**src/rtl/sdcal_pkg.sv**
```systemverilog
`timescale 1ns/1ps
package sdcal_pkg;
  typedef enum logic [1:0] {
    ST_IDLE = 2'd0,
    ST_REQ  = 2'd1,
    ST_WAIT = 2'd2,
    ST_DONE = 2'd3
  } cal_state_e;

  localparam int unsigned CMD_W = 6;
  localparam logic [CMD_W-1:0] CMD_READ_ID  = 6'd10;
  localparam logic [CMD_W-1:0] CMD_READ_CSD = 6'd9;
endpackage

```
**src/rtl/cal_trigger.sv**
```systemverilog
`timescale 1ns/1ps
module cal_trigger (
  input  logic clk,
  input  logic rst_n,
  input  logic idle_i,
  input  logic start_i,
  input  logic crc_err_i,
  input  logic timeout_i,
  output logic go_o,
  output logic armed_o
);
  logic armed_q, armed_d, armed_en;

  always_comb begin
    armed_en = start_i & ~armed_q;
    armed_d  = 1'b1;
    go_o     = idle_i & (start_i | (armed_q & (crc_err_i | timeout_i)));
  end

  always_ff @(posedge clk or negedge rst_n) begin
    if (!rst_n)        armed_q <= 1'b0;
    else if (armed_en) armed_q <= armed_d;
  end

  assign armed_o = armed_q;


  err_needs_arm_chk: assert property (@(posedge clk) disable iff (!rst_n)
    (go_o && !start_i) |-> armed_q);
endmodule

```
**src/rtl/cal_read_seq.sv**
```systemverilog
`timescale 1ns/1ps
module cal_read_seq
  import sdcal_pkg::*;
#(
  parameter int unsigned CNT_W = 4
) (
  input  logic             clk,
  input  logic             rst_n,
  input  logic             load_i,
  input  logic [CNT_W-1:0] reads_i,
  input  logic             next_lag_i,
  input  logic             inc_i,
  output logic             last_o,
  output logic [CMD_W-1:0] idx_o
);
  localparam logic [CNT_W-1:0] CNT_ONE = {{(CNT_W-1){1'b0}}, 1'b1};

  logic [CNT_W-1:0] nlast_q, nlast_d, cnt_q, cnt_d;
  logic             nlast_en, cnt_en;

  always_comb begin
    nlast_en = load_i;
    nlast_d  = (reads_i == '0) ? '0 : (reads_i - CNT_ONE);
    cnt_en   = load_i | next_lag_i | inc_i;
    cnt_d    = inc_i ? (cnt_q + CNT_ONE) : '0;
  end

  always_ff @(posedge clk or negedge rst_n) begin
    if (!rst_n)        nlast_q <= '0;
    else if (nlast_en) nlast_q <= nlast_d;
  end

  always_ff @(posedge clk or negedge rst_n) begin
    if (!rst_n)      cnt_q <= '0;
    else if (cnt_en) cnt_q <= cnt_d;
  end

  assign last_o = (cnt_q == nlast_q);
  assign idx_o  = cnt_q[0] ? CMD_READ_CSD : CMD_READ_ID;


  rd_cnt_bound_chk: assert property (@(posedge clk) disable iff (!rst_n)
    cnt_q <= nlast_q);
endmodule

```
**src/rtl/cal_window.sv**
```systemverilog
`timescale 1ns/1ps
module cal_window #(
  parameter int unsigned LAG_W    = 4,
  parameter int unsigned LAG_INIT = 0
) (
  input  logic             clk,
  input  logic             rst_n,
  input  logic             clr_i,
  input  logic             pass_i,
  input  logic [LAG_W-1:0] cand_i,
  input  logic             commit_i,
  output logic [LAG_W-1:0] lo_o,
  output logic [LAG_W-1:0] hi_o,
  output logic             found_o,
  output logic [LAG_W-1:0] sel_o
);
  localparam logic [LAG_W:0] SUM_ONE = {{LAG_W{1'b0}}, 1'b1};

  logic [LAG_W-1:0] lo_q, lo_d, hi_q, hi_d, sel_q, sel_d;
  logic             found_q, found_d;
  logic             lo_en, hi_en, found_en, sel_en;
  logic [LAG_W:0]   sum;

  always_comb begin
    found_en = clr_i | pass_i;
    found_d  = ~clr_i;
    lo_en    = pass_i & ~found_q;
    lo_d     = cand_i;
    hi_en    = pass_i;
    hi_d     = cand_i;
    sum      = {1'b0, lo_q} + {1'b0, hi_q} + SUM_ONE;
    sel_en   = commit_i & found_q;
    sel_d    = sum[LAG_W:1];
  end

  always_ff @(posedge clk or negedge rst_n) begin
    if (!rst_n)        found_q <= 1'b0;
    else if (found_en) found_q <= found_d;
  end

  always_ff @(posedge clk or negedge rst_n) begin
    if (!rst_n)     lo_q <= '0;
    else if (lo_en) lo_q <= lo_d;
  end

  always_ff @(posedge clk or negedge rst_n) begin
    if (!rst_n)     hi_q <= '0;
    else if (hi_en) hi_q <= hi_d;
  end

  always_ff @(posedge clk or negedge rst_n) begin
    if (!rst_n)      sel_q <= LAG_W'(LAG_INIT);
    else if (sel_en) sel_q <= sel_d;
  end

  assign lo_o    = lo_q;
  assign hi_o    = hi_q;
  assign found_o = found_q;
  assign sel_o   = sel_q;


  window_order_chk: assert property (@(posedge clk) disable iff (!rst_n)
    found_q |-> (lo_q <= hi_q));


  sel_inside_chk: assert property (@(posedge clk) disable iff (!rst_n)
    (commit_i && found_q) |=> ((sel_q >= lo_q) && (sel_q <= hi_q)));
endmodule

```
**src/rtl/sdrx_lag_cal.sv**
```systemverilog
`timescale 1ns/1ps
module sdrx_lag_cal
  import sdcal_pkg::*;
#(
  parameter int unsigned LAG_W    = 4,
  parameter int unsigned CNT_W    = 4,
  parameter int unsigned LAG_INIT = 0
) (
  input  logic             clk,
  input  logic             rst_n,
  input  logic             start_i,
  input  logic             crc_err_i,
  input  logic             timeout_i,
  input  logic [CNT_W-1:0] reads_i,
  input  logic             data_req_i,
  output logic             data_gnt_o,
  output logic             cmd_req_o,
  output logic [CMD_W-1:0] cmd_idx_o,
  input  logic             cmd_done_i,
  input  logic             cmd_crc_ok_i,
  output logic [LAG_W-1:0] lag_o,
  output logic [LAG_W-1:0] lag_lo_o,
  output logic [LAG_W-1:0] lag_hi_o,
  output logic [LAG_W-1:0] lag_sel_o,
  output logic             busy_o,
  output logic             fail_o
);
  localparam logic [LAG_W-1:0] LAG_LAST = '1;
  localparam logic [LAG_W-1:0] LAG_ONE  = {{(LAG_W-1){1'b0}}, 1'b1};

  cal_state_e       st_q, st_d;
  logic [LAG_W-1:0] cand_q, cand_d;
  logic             cand_en;
  logic             fail_q, fail_d, fail_en;
  logic             idle, go, armed;
  logic             rd_last, rd_inc, rd_next_lag;
  logic             resp, resp_ok, lag_end, lag_pass;
  logic             commit, found;
  logic [LAG_W-1:0] sel;

  assign idle = (st_q == ST_IDLE);

  cal_trigger u_trig (
    .clk       (clk),
    .rst_n     (rst_n),
    .idle_i    (idle),
    .start_i   (start_i),
    .crc_err_i (crc_err_i),
    .timeout_i (timeout_i),
    .go_o      (go),
    .armed_o   (armed)
  );

  cal_read_seq #(.CNT_W(CNT_W)) u_seq (
    .clk        (clk),
    .rst_n      (rst_n),
    .load_i     (go),
    .reads_i    (reads_i),
    .next_lag_i (rd_next_lag),
    .inc_i      (rd_inc),
    .last_o     (rd_last),
    .idx_o      (cmd_idx_o)
  );

  cal_window #(.LAG_W(LAG_W), .LAG_INIT(LAG_INIT)) u_win (
    .clk      (clk),
    .rst_n    (rst_n),
    .clr_i    (go),
    .pass_i   (lag_pass),
    .cand_i   (cand_q),
    .commit_i (commit),
    .lo_o     (lag_lo_o),
    .hi_o     (lag_hi_o),
    .found_o  (found),
    .sel_o    (sel)
  );

  always_comb begin
    resp        = (st_q == ST_WAIT) & cmd_done_i;
    resp_ok     = resp & cmd_crc_ok_i;
    rd_inc      = resp_ok & ~rd_last;
    lag_end     = resp & ~(cmd_crc_ok_i & ~rd_last);
    lag_pass    = resp_ok & rd_last;
    rd_next_lag = lag_end & (cand_q != LAG_LAST);
    commit      = (st_q == ST_DONE);

    st_d    = st_q;
    cand_en = 1'b0;
    cand_d  = cand_q;
    unique case (st_q)
      ST_IDLE: if (go) begin
        st_d    = ST_REQ;
        cand_en = 1'b1;
        cand_d  = '0;
      end
      ST_REQ:  st_d = ST_WAIT;
      ST_WAIT: begin
        if (rd_inc) st_d = ST_REQ;
        else if (lag_end) begin
          if (cand_q == LAG_LAST) st_d = ST_DONE;
          else begin
            st_d    = ST_REQ;
            cand_en = 1'b1;
            cand_d  = cand_q + LAG_ONE;
          end
        end
      end
      ST_DONE: st_d = ST_IDLE;
      default: st_d = ST_IDLE;
    endcase

    fail_en = commit;
    fail_d  = ~found;
  end

  always_ff @(posedge clk or negedge rst_n) begin
    if (!rst_n) st_q <= ST_IDLE;
    else        st_q <= st_d;
  end

  always_ff @(posedge clk or negedge rst_n) begin
    if (!rst_n)       cand_q <= '0;
    else if (cand_en) cand_q <= cand_d;
  end

  always_ff @(posedge clk or negedge rst_n) begin
    if (!rst_n)       fail_q <= 1'b0;
    else if (fail_en) fail_q <= fail_d;
  end

  assign busy_o     = ~idle;
  assign cmd_req_o  = (st_q == ST_REQ);
  assign lag_o      = idle ? sel : cand_q;
  assign lag_sel_o  = sel;
  assign fail_o     = fail_q;
  assign data_gnt_o = data_req_i & idle;


  cmd_pulse_chk: assert property (@(posedge clk) disable iff (!rst_n)
    cmd_req_o |=> !cmd_req_o);


  cmd_index_chk: assert property (@(posedge clk) disable iff (!rst_n)
    cmd_req_o |-> ((cmd_idx_o == CMD_READ_ID) || (cmd_idx_o == CMD_READ_CSD)));


  sweep_step_chk: assert property (@(posedge clk) disable iff (!rst_n)
    (busy_o && $past(busy_o) && (lag_o != $past(lag_o))) |-> (lag_o == ($past(lag_o) + LAG_ONE)));


  busy_source_chk: assert property (@(posedge clk) disable iff (!rst_n)
    $rose(busy_o) |-> $past(start_i || (armed && (crc_err_i || timeout_i))));


  idle_lag_hold_chk: assert property (@(posedge clk) disable iff (!rst_n)
    (!busy_o && $past(!busy_o)) |-> $stable(lag_o));


  fail_update_chk: assert property (@(posedge clk) disable iff (!rst_n)
    !$stable(fail_o) |-> $past(busy_o));
endmodule

```
**config.mk**
```make
export PLATFORM = sky130hd
export DESIGN_NAME = sdrx_lag_cal
export DESIGN_NICKNAME = d
export VERILOG_FILES = /design/src/rtl/sdcal_pkg.sv /design/src/rtl/cal_trigger.sv /design/src/rtl/cal_read_seq.sv /design/src/rtl/cal_window.sv /design/src/rtl/sdrx_lag_cal.sv
export SDC_FILE = /design/constraint.sdc
export NUM_CORES = 1
export LEC_CHECK = 0
export ABC_AREA = 0
export BUFFER_PORTS_ARGS = -buffer_cell sky130_fd_sc_hd__buf_2
export CAP_MARGIN = 30
export CORE_MARGIN = 2
export CORE_UTILIZATION = 25
export CTS_CLUSTER_SIZE = 25
export DETAILED_ROUTE_END_ITERATION = 10
export PLACE_DENSITY = 0.5
export SETUP_SLACK_MARGIN = 0.4
export SYNTH_ARGS = -nofsm -noshare
export SYNTH_HDL_FRONTEND = slang
export SYNTH_HIERARCHICAL = 1
export SYNTH_SLANG_ARGS = --single-unit
export TNS_END_PERCENT = 30
```
**constraint.sdc**
```tcl
create_clock -name clk -period 3 [get_ports clk]
set_input_delay 0.75 -clock clk [delete_from_list [all_inputs] [get_ports clk]]
set_output_delay 0.75 -clock clk [all_outputs]
set_load 0.03 [all_outputs]
```
==> impl_metrics.csv, run 1 <==
group,metric,value,unit
status,outcome,"completed",
logic_synthesis,netlist_instances,160,
floorplan,die_h,84.8,um
timing,worst_pin_slew,665,ps
setup_path,r2r_setup_slack,820,ps
finish,syn_to_final_growth,20.3,%
finish,diodes,0,
power,p_sw_share,40.9,%
power,intPower,1.02,mW
logic_synthesis,yosysWarnings,6,
setup_path,reg2reg_depth,5,
setup_path,crit_cells,3,
timing,final-hold-violation-count,0,
power,p_switching,0.702,mW
clocking,cts_buffers,5,
placement,io_buffers,33,
power,seq_power_share,35.5,%
global_routing,grt_max_degree,30,
floorplan,dieArea,7180,um^2
timing,min_period_over_period,82.3,%
placement,dp_cells,265,
flow_run,drv_cap,0,
finish,n_fill_cell,669,
setup_path,cp_slowest_cell,"dfrtp_1",
global_routing,grt_pass1_vias,1192,
placement,globalplace.congestion,0.692,
floorplan,die_x,84.8,um
clocking,clk_path_buf_depth,2,
finish,final_cell_area,1960,um^2
route,antenna_left,0,
setup_path,critPathKind,"register to output pin",
timing,relSlewSlack,55.7,%
clocking,root_buffer,"clkbuf_8",
floorplan,row_count,29,
floorplan,start_util,25.8,%
setup_path,crit_family,"flip-flops",
power,combPwrFrac,39.8,%
setup_path,worstPathArrival,1720,ps
clocking,cts_setup_buffers,0,
logic_synthesis,avgSynthCellArea,10.2,um^2
clocking,hold_buffers,0,
timing,fmaxAchievable,405,MHz
power,vdd_drop_max,0.286,mV
logic_synthesis,synth_seq_area_share,44.5,%
timing,report.final.slew_viol_count,0,
timing,fin_tns_setup,0,ps
global_routing,grt_overflow,0,
logic_synthesis,synth_area,1630,um^2
global_routing,antenna_found_initial,0,
route,vias,1199,
clocking,clock-sinks,29,
logic_synthesis,async_flop_share,100,%
floorplan,core-area,6310,um^2
timing,fin_skew,10.8,ps
clocking,clock_latency,290,ps
power,clkPwrFrac,24.7,%
setup_path,startpoint,"st_q[0]",
logic_synthesis,ys_types,44,
hold_path,min_path_type,"register to register",
placement,post_dp_cell_area,1850,um^2
setup_path,slowest_delay,500,ps
setup_path,endpoint_kind,"output pin",
finish,drive_gt1_share,32.1,%
logic_synthesis,synth_flop_cell,"dfrtp_1",
logic_synthesis,synth-edff-count,0,
setup_path,crit_end,"lag_o[3]",
finish,fin_util,31.1,%
route,wl,3.36,mm
power,powerDensity,876,nW/um^2
route,route.detailed.drc,0,
clocking,cts_tree,"built",
timing,min_period,2470,ps
route,drtPass1Iterations,4,
route,wire_per_inst,12.3,um
power,p_leak,0.983,nW
hold_path,hold_start,"u_trig/armed_o",
global_routing,grt.total_usage,10.1,%
logic_synthesis,synth-seq-cells,29,
global_routing,grt_pass1_wl,5.60,mm
floorplan,ios,38,
setup_path,reg2reg_from,"st_q[0]",
setup_path,crit_buf_inv,1,
route,drtIter0Drc,49,
setup_path,crit_required,2250,ps
setup_path,crit-reg2reg-capture,"cand_q[0]",
clocking,path_clk_slew,50,ps
setup_path,cp-start-kind,"register",
timing,setup_viol,0,
route,vias_per_cell,4.39,
placement,place_hpwl,2.55,mm
setup_path,worst-path-max-fanout,11,
timing,rsz0062_at_grt,"no",
clocking,cts_resized,0,
clocking,htreeDepth,2,
finish,final_nets,213,
finish,fin_cells,273,
setup_path,cp_cell_sequence,"nor2_2 > mux2_2 > buf_2",
stage by stage:
stage	total power, mW	setup WS [ps]	hold WS, ps
after floorplan	1.16	605	435
after global placement	1.32	817	455
after detailed placement	1.32	805	443
after CTS	1.75	498	456
after global routing	1.84	415	485
final	1.72	531	456
layout make-up:
cell class | count | area [um^2] | share of cell area, %
Clock buffer | 7 | 86.3 | 4.40
Timing Repair Buffer | 35 | 180 | 9.18
Inverter | 10 | 37.5 | 1.91
Tap cell | 77 | 96.3 | 4.91
Sequential cell | 29 | 726 | 37.0
Multi-Input combinational cell | 114 | 806 | 41.1
Clock inverter | 1 | 30.0 | 1.53
cell usage after synthesis (all sizes together) (3+ instances only):
cell   count  area (um^2)
a21oi      5         25.0
a31oi      3         18.8
buf        8         65.1
dfrtp     29          726
ha         5         62.6
inv       10         37.5
mux2      11          143
nand2     19         78.8
nand3      5         30.0
nor2      10         40.0
nor2b      4         25.0
nor3       3         20.0
nor4       3         25.0
o21ai     15         75.1
xor2       6         52.6
power groups by stage:
| stage | Sequential [mW] | Combinational (mW) | Clock (mW) |
|---|---|---|---|
| after floorplan | 0.644 | 0.513 | 0 |
| final | 0.611 | 0.684 | 0.424 |
| after global placement | 0.619 | 0.700 | 0 |
| after CTS | 0.613 | 0.700 | 0.437 |
| after global routing | 0.632 | 0.761 | 0.451 |
| after detailed placement | 0.620 | 0.697 | 0 |
worst min-delay path by stage:
stage                                 to  slack, ps  depth (start not counted)
final                     u_trig/armed_o        460                          1
after global routing      u_trig/armed_o        480                          1
after CTS                 u_trig/armed_o        460                          1
after detailed placement  u_trig/armed_o        440                          1
after global placement    u_trig/armed_o        460                          1
after floorplan           u_trig/armed_o        430                          1
sequential cells by signal, indices dropped and copies added, names as in the netlist:
name	cells
u_seq/nlast_q	4
fail_o	1
u_seq/cnt_q	4
cand_q	4
u_win/found_o	1
st_q	2
u_win/lo_o	4
u_win/hi_o	4
u_win/sel_o	4
u_trig/armed_o	1
kinds of logic (layout without fill, tap and decap cells):
group	count (synthesis)	count (layout)	share of synthesized area [%]
AND/OR/NAND/NOR	53	53	18.3
AO/OA/AOI/OAI	32	32	11.9
flip-flops	29	29	44.5
buffers and inverters	19	53	6.52
multiplexers	13	13	9.98
adder cells (fa/ha/maj)	6	6	5.07
XOR/XNOR	6	6	3.22
other	2	4	0.461
cells in the final DEF, fill, tap and decap left out, types with 2 or more instances in the layout:
cell,count
xor2_1,6
mux2i_1,2
mux2_4,5
buf_4,2
o211ai_1,2
nand3_1,4
nor2_1,9
inv_1,10
a31oi_1,3
a21oi_1,5
nor2b_1,4
buf_2,33
clkbuf_8,6
a21o_1,2
nand2_1,18
conb_1,4
mux2_2,6
nor3_1,2
dfrtp_1,29
o21ai_0,14
nor4_1,2
ha_1,5
layer usage:
layer  vias to the layer above  part of all wire, %  track usage [%]
met2                        27                   46             16.0
met1                       552                   46             12.2
met4                         0                  1.4             4.33
li1                        615                    -                -
met3                         5                  6.3             3.64
met5                         -                    0                0
Note: power is estimated with default switching activity, not from simulation.
==> run 2: changes to the inputs <==
==> constraint.sdc (replaced) <==
create_clock -name clk -period 2.34 [get_ports clk]
set_input_delay 0.585 -clock clk [delete_from_list [all_inputs] [get_ports clk]]
set_output_delay 0.585 -clock clk [all_outputs]
set_load 0.03 [all_outputs]
==> run 2 against run 1 <==
  * Clock skew shrank 1.6 ps
  * Clock power fell by 3%
  * Highest routed layer unchanged
  * Worst hold slack worse by 120 ps
  * Setup slack got worse by 190 ps
  * Largest cell class unchanged
  * Sequential power grew 22%
  * First-iteration DRC count increased by 4.1%
  * Final cell count is 4.0% higher
  * Final area increased by 6.1%
  * Total power grew 30%
  * Sequential share of layout area decreased by 2.0 points
  * Count of clock-buffer cells in the layout shrank 2
  * Via count grew 7.1%
==> impl_metrics.csv, run 2 (same netlist as run 1, synthesis figures left out) <==
group,metric,value,unit
status,outcome,"completed",
flow_run,drv_cap,0,
floorplan,die_x,84.8,um
floorplan,core-area,6310,um^2
timing,min_period,2000,ps
finish,syn_to_final_growth,27.6,%
power,p_leak,1.04,nW
setup_path,critPathKind,"register to register",
timing,final-hold-violation-count,0,
timing,relSlewSlack,54.9,%
route,route.detailed.drc,0,
timing,report.final.slew_viol_count,0,
global_routing,antenna_found_initial,0,
setup_path,cp-start-kind,"register",
power,vdd_drop_max,0.420,mV
placement,io_buffers,33,
setup_path,reg2reg_from,"u_seq/cnt_q[0]",
clocking,path_clk_slew,70,ps
finish,final_cell_area,2080,um^2
setup_path,reg2reg_depth,6,
setup_path,crit-reg2reg-capture,"cand_q[0]",
power,power,2.24,mW
clocking,cts_tree,"built",
clocking,htreeDepth,2,
timing,setup_viol,0,
floorplan,row_count,29,
route,drtIter0Drc,51,
timing,min_period_over_period,85.6,%
clocking,clock_latency,290,ps
route,wl,3.47,mm
global_routing,grt_overflow,0,
timing,fin_tns_setup,0,ps
clocking,root_buffer,"clkbuf_8",
clocking,clock-sinks,29,
route,vias,1284,
clocking,cts_buffers,5,
route,drtPass1Iterations,4,
global_routing,grt_pass1_wl,5.76,mm
timing,fin_skew,9.27,ps
route,vias_per_cell,4.52,
setup_path,r2r_setup_slack,340,ps
placement,place_hpwl,2.51,mm
setup_path,endpoint_kind,"register",
floorplan,start_util,25.8,%
route,antenna_left,0,
placement,post_dp_cell_area,1890,um^2
hold_path,min_path_type,"input pin to async pin",
timing,rsz0062_at_grt,"yes",
placement,globalplace.congestion,0.716,
timing,fmaxAchievable,499,MHz
floorplan,die_h,84.8,um
floorplan,ios,38,
clocking,clk_path_buf_depth,2,
finish,multi_input_area,851,um^2
global_routing,grt_pass1_vias,1257,
global_routing,grt_max_degree,30,
finish,final_nets,224,
finish,diodes,0,
finish,final_common_cell,"buf_2",
finish,drive_gt1_share,38.6,%
setup_path,crit_required,2510,ps
setup_path,worst-path-max-fanout,3,
finish,seq_area,728,um^2
floorplan,dieArea,7180,um^2
global_routing,grt.total_usage,10.3,%
power,powerDensity,1080,nW/um^2
finish,final_cell_mix,"30 x buf_2, 27 x dfrtp_1, 18 x nand2_1, 13 x o21ai_0, 13 x buf_4",
timing,whs,333,ps
setup_path,worstPathArrival,2170,ps
timing,worst_pin_slew,676,ps
route,wire_per_inst,12.2,um
finish,n_fill_cell,676,
[run 2: worst max-delay path by stage]
stage / start / slack [ps] / cells past startpoint / endpoint
after floorplan: u_seq/cnt_q[1] / 380 / 6 / cand_q[0]
after global placement: u_seq/cnt_q[1] / 320 / 6 / cand_q[0]
after detailed placement: u_seq/cnt_q[1] / 290 / 6 / cand_q[0]
after CTS: st_q[0] / 330 / 3 / lag_o[3]
after global routing: u_seq/cnt_q[0] / 260 / 7 / u_win/lo_o[0]
final: u_seq/cnt_q[0] / 340 / 6 / cand_q[0]
[run 2: report_power, final]
group / total, mW / internal [mW] / leakage [nW] / switching [mW]
Combinational: 1.08 / 0.441 / 0.629 / 0.642
Clock: 0.410 / 0.205 / 0.0439 / 0.205
Sequential: 0.744 / 0.629 / 0.371 / 0.115
[run 2: stage by stage]
stage          worst slack, ps  instances  utilization (%)
2_1_floorplan              377        162                -
3_3_place_gp               316        269             29.9
3_5_place_dp               291        269             29.9
4_1_cts                    329        281             32.4
5_1_grt                    259        284             33.0
6_report                   336        284             33.0
[run 2: worst max-delay path: stages (launching register included)]
cell and delay [ps]:
dfrtp_2 420, xor2_1 170, nor4_2 340, nor2b_2 110, or3b_4 380, a21o_1 210, mux2_4 250
[run 2: final cells by class]
| cell class | instances | share of cell area, % |
|---|---|---|
| clock buffers | 5 | 3.31 |
| clock inverters | 3 | 0.842 |
| inverters | 10 | 1.80 |
| multi-input cells | 114 | 40.9 |
| flip-flops and latches | 29 | 35.0 |
| well taps | 77 | 4.63 |
| repair buffers | 46 | 13.5 |
[run 2: layer usage]
layer / track usage, % / share of wire, % / wire length, um / vias to the layer above
met5: 0 / 0 / 0 / -
met1: 12.7 / 46 / 1610 / 612
met4: 4.33 / 1.3 / 44 / 0
li1: - / - / - / 632
met3: 3.24 / 5.7 / 198 / 5
met2: 16.5 / 47 / 1620 / 35
[run 2: timing repair]
item,CTS,global route
pin swaps,2,4
setup endpoints to repair,11,19
hold buffers,0,0
cloned,0,0
setup buffers,4,3
gates resized for setup,11,4
==> run 3: changes to the inputs <==
--- a/config.mk
+++ b/config.mk
@@ -10,8 +10,10 @@
 export CAP_MARGIN = 30
 export CORE_MARGIN = 2
 export CORE_UTILIZATION = 25
+export CTS_BUF_LIST = sky130_fd_sc_hd__clkbuf_8
 export CTS_CLUSTER_SIZE = 25
 export DETAILED_ROUTE_END_ITERATION = 10
+export GPL_TIMING_DRIVEN = 0
 export PLACE_DENSITY = 0.5
 export SETUP_SLACK_MARGIN = 0.4
 export SYNTH_ARGS = -nofsm -noshare
==> run 3 against run 2 <==
  * Largest power group unchanged
  * Utilization up 1.4 points
  * Final cell count up 3.2%
  * Register-to-register slack worse by 20 ps
  * Maximum frequency down 4.5%
  * Critical path depth down 2
  * Global-route usage grew 0.092 points
  * Sequential share of layout area fell by 1.5 points
==> impl_metrics.csv, run 3 (same netlist as run 1, synthesis figures left out) <==
group,metric,value,unit
floorplan,die_h,84.8,um
status,outcome,"completed",
power,powerDensity,1090,nW/um^2
setup_path,worstPathArrival,1510,ps
power,power,2.36,mW
global_routing,grt.total_usage,10.4,%
timing,setup_viol,0,
setup_path,cp_slowest_cell,"dfrtp_1",
floorplan,dieArea,7180,um^2
route,vias_per_cell,4.47,
clocking,clock-sinks,29,
setup_path,endpoint_kind,"output pin",
clocking,path_clk_slew,70,ps
clocking,cts_buffers,5,
setup_path,critPathKind,"register to output pin",
setup_path,cp_cell_sequence,"clkbuf_8 > nor2_4 > mux2_4 > buf_6",
setup_path,worst-path-max-fanout,7,
timing,fmaxAchievable,477,MHz
placement,place_hpwl,2.55,mm
timing,final-hold-violation-count,0,
global_routing,grt_overflow,0,
timing,report.final.slew_viol_count,0,
setup_path,cp-start-kind,"register",
timing,relSlewSlack,56.0,%
floorplan,die_x,84.8,um
global_routing,antenna_found_initial,0,
route,route.detailed.drc,0,
clocking,htreeDepth,2,
setup_path,slowest_delay,390,ps
finish,drive_gt1_share,40.7,%
finish,final_nets,233,
finish,seq_area,727,um^2
clocking,cts_tree,"built",
hold_path,min_path_type,"input pin to async pin",
floorplan,core-area,6310,um^2
power,intPower,1.37,mW
timing,rsz0062_at_grt,"yes",
setup_path,r2r_setup_slack,320,ps
timing,min_period_over_period,89.7,%
global_routing,grt_max_degree,30,
power,p_sw_share,42.0,%
finish,final_cell_mix,"29 x buf_2, 28 x dfrtp_1, 18 x buf_4, 17 x nand2_1, 13 x o21ai_0",
clocking,clock_latency,290,ps
power,p_switching,0.989,mW
clocking,clk_path_buf_depth,2,
finish,diodes,0,
route,antenna_left,0,
timing,worst_pin_slew,660,ps
finish,final_common_cell,"buf_2",
timing,fin_skew,3.06,ps
route,drtPass1Iterations,4,
placement,globalplace.congestion,0.705,
placement,io_buffers,33,
route,wl,3.52,mm
clocking,root_buffer,"clkbuf_8",
timing,whs,323,ps
route,wire_per_inst,12.0,um
power,seq_power_share,31.7,%
flow_run,drv_cap,0,
timing,min_period,2100,ps
finish,fin_util,34.3,%
timing,fin_tns_setup,0,ps
route,vias,1309,
finish,n_fill_cell,675,
floorplan,row_count,29,
power,vdd_drop_max,0.443,mV
setup_path,crit_required,1750,ps
global_routing,grt_pass1_wl,5.71,mm
power,combPwrFrac,51.0,%
finish,multi_input_area,852,um^2
floorplan,ios,38,
floorplan,start_util,25.8,%
global_routing,grt_pass1_vias,1242,
finish,syn_to_final_growth,33.0,%
power,clkPwrFrac,17.3,%
power,p_leak,1.10,nW
route,drtIter0Drc,54,
==> run 3: routing by layer <==
layer / GRT usage, % / up-vias / routed length, um
li1: - / 648 / -
met1: 12.2 / 621 / 1550
met2: 16.8 / 36 / 1710
met3: 3.54 / 4 / 236
met4: 5.19 / 0 / 23
met5: 0 / - / 0
==> run 3: area by class of cell <==
| class | instances | share of cell area, % |
|---|---|---|
| flip-flops and latches | 29 | 33.5 |
| well taps | 77 | 4.44 |
| multi-input cells | 114 | 39.3 |
| clock inverters | 3 | 0.635 |
| clock buffers | 5 | 3.17 |
| inverters | 10 | 1.73 |
| plain buffers | 9 | 3.64 |
| repair buffers | 46 | 13.6 |
==> run 3: power by group through the flow <==
stage          Sequential [mW]  Combinational, mW  Clock (mW)
2_1_floorplan            0.825              0.670           0
3_3_place_gp             0.765              0.985           0
3_5_place_dp             0.767              0.986           0
4_1_cts                  0.751               1.18       0.424
5_1_grt                  0.772               1.31       0.441
6_report                 0.748               1.20       0.407
==> run 3: final timing paths <==
check                                     from             end  cells after the start
worst min register to register  u_trig/armed_o  u_trig/armed_o                      1
max in group asynchronous                rst_n  u_seq/cnt_q[0]                      1
worst max register to register  u_seq/cnt_q[2]       cand_q[0]                      6
min in group clk                u_trig/armed_o  u_trig/armed_o                      1
worst max-delay path                   st_q[0]        lag_o[1]                      4
worst min-delay path                     rst_n  u_win/sel_o[0]                      1
==> run 3: stage by stage <==
stage / std cells / instance area (um^2) / worst slack (ps)
after CTS: 289 / 2140 / 227
after global placement: 272 / 1910 / 147
after detailed placement: 272 / 1910 / 148
after floorplan: 162 / 1650 / 377
final: 293 / 2170 / 242
after global routing: 293 / 2170 / 186
==> run 3: repair_timing <==
action	CTS	global route
hold buffers	0	0
gates cloned	0	0
resized for setup	22	0
pin swaps	5	2
buffers inserted	9	4
setup endpoints to repair	23	20
==> run 3: worst max-delay path: cells and delay by family (launching register included) <==
kind,cells,cell delay [ps]
DFF,1,390
muxes,1,330
buffers and inverters,2,290
and+or+nand+nor,1,220
